File: config.mk
export PLATFORM = sky130hd
export DESIGN_NAME = ring_bit_harvester
export DESIGN_NICKNAME = d
export VERILOG_FILES = /design/src/rtl/rbh_pkg.sv /design/src/rtl/rbh_sampler.sv /design/src/rtl/rbh_pair_xor.sv /design/src/rtl/rbh_capture.sv /design/src/rtl/ring_bit_harvester.sv
export SDC_FILE = /design/constraint.sdc
export NUM_CORES = 1
export LEC_CHECK = 0
export BUFFER_PORTS_ARGS = -buffer_cell sky130_fd_sc_hd__buf_2
export CAP_MARGIN = 40
export CELL_PAD_IN_SITES_DETAIL_PLACEMENT = 1
export CELL_PAD_IN_SITES_GLOBAL_PLACEMENT = 2
export CORE_ASPECT_RATIO = 0.7
export CORE_MARGIN = 2
export CORE_UTILIZATION = 46
export CTS_BUF_LIST = sky130_fd_sc_hd__clkbuf_2 sky130_fd_sc_hd__clkbuf_4 sky130_fd_sc_hd__clkbuf_8
export DETAILED_ROUTE_END_ITERATION = 7
export PLACE_DENSITY = 0.86
export SYNTH_ARGS = -nofsm -noshare
export SYNTH_HDL_FRONTEND = slang
export SYNTH_SLANG_ARGS = --single-unit
File: constraint.sdc
create_clock -name clk -period 2.15 [get_ports clk]
set_clock_uncertainty 0.15 [all_clocks]
set_input_delay 0.43 -clock clk [delete_from_list [all_inputs] [get_ports clk]]
set_output_delay 0.43 -clock clk [all_outputs]
set_load 0.005 [all_outputs]
File: src/rtl/rbh_pkg.sv
package rbh_pkg;
  localparam int unsigned WORD_W    = 32;
  localparam int unsigned BIT_IDX_W = $clog2(WORD_W);
  typedef logic [WORD_W-1:0] word_t;
endpackage

File: src/rtl/rbh_sampler.sv
// One synchronizer and one strobe-loaded sampler per ring, then a full XOR.
module rbh_sampler #(
  parameter int unsigned NUM_RINGS   = 5,
  parameter int unsigned SYNC_STAGES = 2
) (
  input  logic                 clk,
  input  logic                 rst_n,
  input  logic [NUM_RINGS-1:0] ring_in,
  input  logic                 stb,
  output logic                 raw_bit,
  output logic                 raw_vld
);
  logic [NUM_RINGS-1:0] samp_vec;
  logic                 raw_vld_q;

  for (genvar g = 0; g < NUM_RINGS; g++) begin : g_ring
    logic [SYNC_STAGES-1:0] sync_q, sync_d;
    logic                   samp_q, samp_d;

    always_comb begin
      sync_d = {sync_q[SYNC_STAGES-2:0], ring_in[g]};
      samp_d = stb ? sync_q[SYNC_STAGES-1] : samp_q;
    end

    always_ff @(posedge clk or negedge rst_n) begin
      if (!rst_n) begin
        sync_q <= '0;
        samp_q <= 1'b0;
      end else begin
        sync_q <= sync_d;
        samp_q <= samp_d;
      end
    end

    assign samp_vec[g] = samp_q;
  end

  always_ff @(posedge clk or negedge rst_n) begin
    if (!rst_n) raw_vld_q <= 1'b0;
    else        raw_vld_q <= stb;
  end

  assign raw_bit = ^samp_vec;
  assign raw_vld = raw_vld_q;
endmodule

File: src/rtl/rbh_pair_xor.sv
// Folds each pair of consecutive raw bits into one output bit.
module rbh_pair_xor (
  input  logic clk,
  input  logic rst_n,
  input  logic raw_bit,
  input  logic raw_vld,
  output logic bit_out,
  output logic bit_vld
);
  logic half_q, half_d;
  logic first_q, first_d;
  logic out_q, out_d;
  logic vld_q, vld_d;

  always_comb begin
    half_d  = half_q;
    first_d = first_q;
    out_d   = out_q;
    vld_d   = 1'b0;
    if (raw_vld) begin
      if (!half_q) begin
        first_d = raw_bit;
        half_d  = 1'b1;
      end else begin
        out_d  = first_q ^ raw_bit;
        vld_d  = 1'b1;
        half_d = 1'b0;
      end
    end
  end

  always_ff @(posedge clk or negedge rst_n) begin
    if (!rst_n) begin
      half_q  <= 1'b0;
      first_q <= 1'b0;
      out_q   <= 1'b0;
      vld_q   <= 1'b0;
    end else begin
      half_q  <= half_d;
      first_q <= first_d;
      out_q   <= out_d;
      vld_q   <= vld_d;
    end
  end

  assign bit_out = out_q;
  assign bit_vld = vld_q;
endmodule

File: src/rtl/rbh_capture.sv
// Packs bits LSB first into words and stores them until the buffer is full.
module rbh_capture
  import rbh_pkg::*;
#(
  parameter int unsigned MEM_WORDS = 8,
  localparam int unsigned ADDR_W   = $clog2(MEM_WORDS)
) (
  input  logic              clk,
  input  logic              rst_n,
  input  logic              bit_in,
  input  logic              bit_vld,
  input  logic              clear,
  input  logic [ADDR_W-1:0] rd_addr,
  output word_t             rd_data,
  output logic              full
);
  word_t                acc_q, acc_d, acc_next;
  logic [BIT_IDX_W-1:0] pos_q, pos_d;
  logic [ADDR_W-1:0]    wptr_q, wptr_d;
  logic                 full_q, full_d;
  logic                 take, word_done, we;
  word_t                mem_q [MEM_WORDS];
  word_t                rd_q;

  always_comb begin
    take      = bit_vld & ~full_q;
    acc_next  = acc_q | (word_t'(bit_in) << pos_q);
    word_done = take && (pos_q == BIT_IDX_W'(WORD_W - 1));
    we        = word_done & ~clear;
    acc_d     = acc_q;
    pos_d     = pos_q;
    wptr_d    = wptr_q;
    full_d    = full_q;
    if (clear) begin
      acc_d  = '0;
      pos_d  = '0;
      wptr_d = '0;
      full_d = 1'b0;
    end else if (take) begin
      if (word_done) begin
        acc_d  = '0;
        pos_d  = '0;
        wptr_d = wptr_q + 1'b1;
        full_d = (wptr_q == ADDR_W'(MEM_WORDS - 1));
      end else begin
        acc_d = acc_next;
        pos_d = pos_q + 1'b1;
      end
    end
  end

  always_ff @(posedge clk or negedge rst_n) begin
    if (!rst_n) begin
      acc_q  <= '0;
      pos_q  <= '0;
      wptr_q <= '0;
      full_q <= 1'b0;
    end else begin
      acc_q  <= acc_d;
      pos_q  <= pos_d;
      wptr_q <= wptr_d;
      full_q <= full_d;
    end
  end

  always_ff @(posedge clk) begin
    if (we) mem_q[wptr_q] <= acc_next;
    rd_q <= mem_q[rd_addr];
  end

  assign rd_data = rd_q;
  assign full    = full_q;
endmodule

File: src/rtl/ring_bit_harvester.sv
module ring_bit_harvester
  import rbh_pkg::*;
#(
  parameter int unsigned NUM_RINGS   = 5,
  parameter int unsigned SYNC_STAGES = 2,
  parameter int unsigned MEM_WORDS   = 8,
  localparam int unsigned ADDR_W     = $clog2(MEM_WORDS)
) (
  input  logic                 clk,
  input  logic                 rst_n,
  input  logic [NUM_RINGS-1:0] ring_in,
  input  logic                 sample_stb,
  input  logic                 clear,
  input  logic [ADDR_W-1:0]    rd_addr,
  output logic [WORD_W-1:0]    rd_data,
  output logic                 bit_out,
  output logic                 bit_valid,
  output logic                 mem_full
);
  logic [1:0] rst_pipe_q;
  logic       core_rst_n;
  logic       raw_bit, raw_vld;
  logic       pp_bit, pp_vld;

  always_ff @(posedge clk or negedge rst_n) begin
    if (!rst_n) rst_pipe_q <= 2'b00;
    else        rst_pipe_q <= {rst_pipe_q[0], 1'b1};
  end
  assign core_rst_n = rst_pipe_q[1];

  rbh_sampler #(.NUM_RINGS(NUM_RINGS), .SYNC_STAGES(SYNC_STAGES)) u_samp (
    .clk(clk), .rst_n(core_rst_n), .ring_in(ring_in), .stb(sample_stb),
    .raw_bit(raw_bit), .raw_vld(raw_vld)
  );

  rbh_pair_xor u_pair (
    .clk(clk), .rst_n(core_rst_n), .raw_bit(raw_bit), .raw_vld(raw_vld),
    .bit_out(pp_bit), .bit_vld(pp_vld)
  );

  rbh_capture #(.MEM_WORDS(MEM_WORDS)) u_cap (
    .clk(clk), .rst_n(core_rst_n), .bit_in(pp_bit), .bit_vld(pp_vld),
    .clear(clear), .rd_addr(rd_addr), .rd_data(rd_data), .full(mem_full)
  );

  assign bit_out   = pp_bit;
  assign bit_valid = pp_vld;
endmodule

==> summary.txt <==
Die
  – DIE AREA: 30200 sq um
  – Rows: 51
  – Chip Width: 207 um
  – # IOs: 47
  – Initial core utilization: 0.472
  – Core ar.: between 20000 and 30000 sq um
  – Chip height: around 150 um

Logic synthesis
  – Sequential-to-total area share from yosys stat: 0.748
  – Synth Register Bits: roughly 350
  – Synth top area share: 0.581
  – EDFF count, synth: 256
  – Distinct cell type count after synthesis: 44
  – Synth Flop Type: edfxtp_1
  – Syn Inst Count: 635
  – Fraction of registers with async set/reset: 0.179
  – Syn. warnings: 0
  – Synth top area cells: edfxtp_1 58%, dfrtp_1 12%, mux4_2 6.3%, mux4_1 5.4%, dfxtp_1 4.8%
  – Cell area after synthesis: between 10000 and 15000 sq um
  – Synth Area per Inst: ~21 sq um
  – Syn Nets: between 600 and 700
  – Dominant cell type by area after synthesis: edfxtp_1

Power and ir drop
  – Power Internal: 10700 uW
  – Logic pwr share: 0.054
  – P_sw: about 3000 uW
  – Power share of the sequential group: 0.536
  – Leakage: roughly 0.0055 uW
  – Tot Pwr: about 14000 uW
  – PwrDens: ~840 nW/um^2
  – VDD IR-drop max: 0.483 mV
  – Clock power frac: 0.410
  – Switching share of power: 0.221

Global route
  – Grt ovf: 0
  – Initial antenna violation count: 1
  – Overall global routing resource usage: 0.208
  – Global-route wire length before repair: around 46000 um
  – Largest net degree at the start of global routing: 62
  – Vias in the first global route: ~7600

Final layout
  – Fillers: about 2400
  – Ratio of cells with drive above 1 in the final layout: 0.391
  – Most frequent cells in the layout: 256 x edfxtp_1, 63 x clkbuf_8, 62 x dfrtp_1
  – Most common cell after layout, fill and taps aside: edfxtp_1
  – Final #Nets: around 800
  – Layout area overhead: 23.2%
  – Inserted Diodes: 0

Timing
  – Max Clk Rate: approximately 430 MHz
  – RSZ-0062 raised after global routing: true
  – Slew HR: 0.510
  – Pins Over Slew Limit: 0
  – Setup violators final: 277
  – Hold Violations, Final: 0
  – Post-route setup TNS: -32340 ps
  – Measured slew at the worst slew-check pin: 733 ps
  – Final period util: 1.09
  – Min Clock Period, post-route: 2340 ps
  – Final WS setup: -189 ps

Worst setup path
  – Reg2reg setup slack: -190 ps
  – CP Capture Type: flip-flop
  – Crit Path Max Fanout: 6
  – Arr. time, crit path: 2480 ps
  – Worst setup SP type: flip-flop
  – Req. time, crit path: approximately 2300 ps
  – Critical path type: reg2reg
  – FF-to-FF End: u_cap.mem_q[2][2]
  – FF-to-FF Start: u_cap.pos_q[1]
  – Reg2Reg Depth: 10

Drt
  – Routed length per instance: 26.8 um
  – Number of DRC markers in iteration 0: 560
  – Via count: ~6800
  – Final ANT Viol Nets: 0
  – Vias/cell: about 5.7
  – Drt first pass iters: 5
  – WL final: 32300 um
  – DRC violations left: 0

Clock network
  – Clock root buffer: clkbuf_8
  – CTS tree: built
  – Max clock buf depth: 3
  – Clock sink count: approximately 350
  – Clock slew at reported path FFs: ~60 ps
  – Cts bufs inserted: 51
  – CTS H-tree lvls: 2
  – Clock Latency Late Sink: ~600 ps

Worst hold path
  – Worst Hold Class: reg2async

Placed design
  – IO buf count: 46
  – GPL Wtd Cong: 0.791
  – Post-detail-place hpwl: 17800 um

Run
  – Number of max-cap violations: 0

Status
  – Violated checks: negative setup slack
  – Status: complete, but fails checks
==> how the worst max path moves through the flow <==
| stage | start | endpoint | slack, ps | depth (start not counted) |
|---|---|---|---|---|
| floorplan | u_cap.pos_q[0] | u_cap.mem_q[1][0] | -600 | 6 |
| global placement | u_cap.pos_q[1] | u_cap.mem_q[0][14] | -130 | 8 |
| detailed placement | u_cap.pos_q[1] | u_cap.mem_q[0][12] | -190 | 8 |
| CTS | u_cap.pos_q[1] | u_cap.mem_q[0][5] | -150 | 10 |
| global route | u_cap.pos_q[0] | u_cap.mem_q[2][19] | -250 | 10 |
| finish | u_cap.pos_q[1] | u_cap.mem_q[2][2] | -190 | 10 |
==> registers in the layout, indices dropped and copies added, names as in the netlist <==
name and cells:
u_cap.mem_q 256, u_cap.acc_q 32, u_cap.rd_data 32, u_samp.g_ring.sync_q 10
u_cap.pos_q 5, u_samp.g_ring.samp_q 5, u_cap.wptr_q 3, rst_pipe_q 2
u_cap.full 1, u_pair.bit_out 1, u_pair.bit_vld 1, u_pair.first_q 1
u_pair.half_q 1, u_samp.raw_vld 1
==> worst max-delay path, stage by stage (launching register included) <==
cell	delay, ps
dfrtp_1	360
ha_2	190
and3_4	190
ha_4	130
nor4bb_4	210
buf_4	170
nand2b_4	70
buf_12	140
nor2_4	110
buf_12	170
clkbuf_16	170
==> power by group through the flow <==
stage / sequential, uW / clock, uW / combinational [uW]
2_1_floorplan: 7520 / 0 / 453
3_3_place_gp: 7520 / 0 / 673
3_5_place_dp: 7520 / 0 / 709
4_1_cts: 7380 / 5730 / 726
5_1_grt: 7380 / 6070 / 803
6_report: 7380 / 5650 / 750
==> metal layers <==
layer  wire (um)  GRT usage  share of wire  up-vias
li1            -          -              -     2916
met1       14000      0.295           0.43     3623
met2       15300      0.325           0.47      240
met3        2330     0.0475          0.072       56
met4         651     0.0582          0.020        0
met5           0          0              0        -
==> per-stage QoR <==
stage          setup WS (ps)  utilization  instance area [sq um]  hold slack (ps)  std cells
2_1_floorplan           -604            -                  13400            -15.6        635
3_3_place_gp            -126        0.519                  14600             63.9       1077
3_5_place_dp            -192        0.519                  14600             66.9       1077
4_1_cts                 -145        0.571                  16000              145       1195
5_1_grt                 -254        0.581                  16300              162       1208
6_report                -189        0.581                  16300              116       1208
==> final cells by class <==
| cell class | instances | area, sq um | area share |
|---|---|---|---|
| well taps | 371 | 464 | 0.0285 |
| multi-input cells | 251 | 3250 | 0.199 |
| clock inverters | 15 | 109 | 0.00667 |
| inverters | 3 | 11.3 | 0.000690 |
| flip-flops and latches | 351 | 9910 | 0.607 |
| repair buffers | 137 | 1580 | 0.0969 |
| clock buffers | 80 | 995 | 0.0610 |
==> synthesized netlist by cell type, types with 3 or more instances <==
| library cell | number |
|---|---|
| edfxtp_1 | 256 |
| dfrtp_1 | 63 |
| mux2_2 | 38 |
| mux4_2 | 37 |
| dfxtp_1 | 32 |
| a22o_1 | 28 |
| mux4_1 | 27 |
| a21o_1 | 17 |
| o21bai_1 | 16 |
| clkbuf_1 | 11 |
| nor2_1 | 10 |
| nand2_1 | 9 |
| a21oi_1 | 8 |
| nand3b_1 | 8 |
| buf_1 | 6 |
| buf_2 | 5 |
| nand2b_1 | 5 |
| nand3_1 | 5 |
| ha_1 | 4 |
| nor2_4 | 4 |
| nor3_1 | 4 |
| buf_12 | 3 |
| buf_8 | 3 |
| inv_1 | 3 |
| nor3b_2 | 3 |
| o21ai_0 | 3 |
| o2bb2ai_2 | 3 |
| xor2_1 | 3 |
==> logic make-up after synthesis <==
logic type | count (synthesis) | synth area share
buf+inv | 33 | 0.0172
compound gates | 77 | 0.0457
simple gates | 61 | 0.0298
flops | 351 | 0.748
xor+xnor | 6 | 0.00624
mux | 102 | 0.149
other cells | 1 | 0.000283
fa+ha+maj | 4 | 0.00378
==> repair_timing <==
item                                   in CTS  in global routing
setup endpoints to repair                 285                289
gates cloned                                4                 14
gates resized for setup                     7                  6
endpoints found under the hold margin       9                  0
setup buffers                              10                  5
pin swaps                                   1                  4
hold buffers                                9                  0
Power figures use the tool's default switching activity.
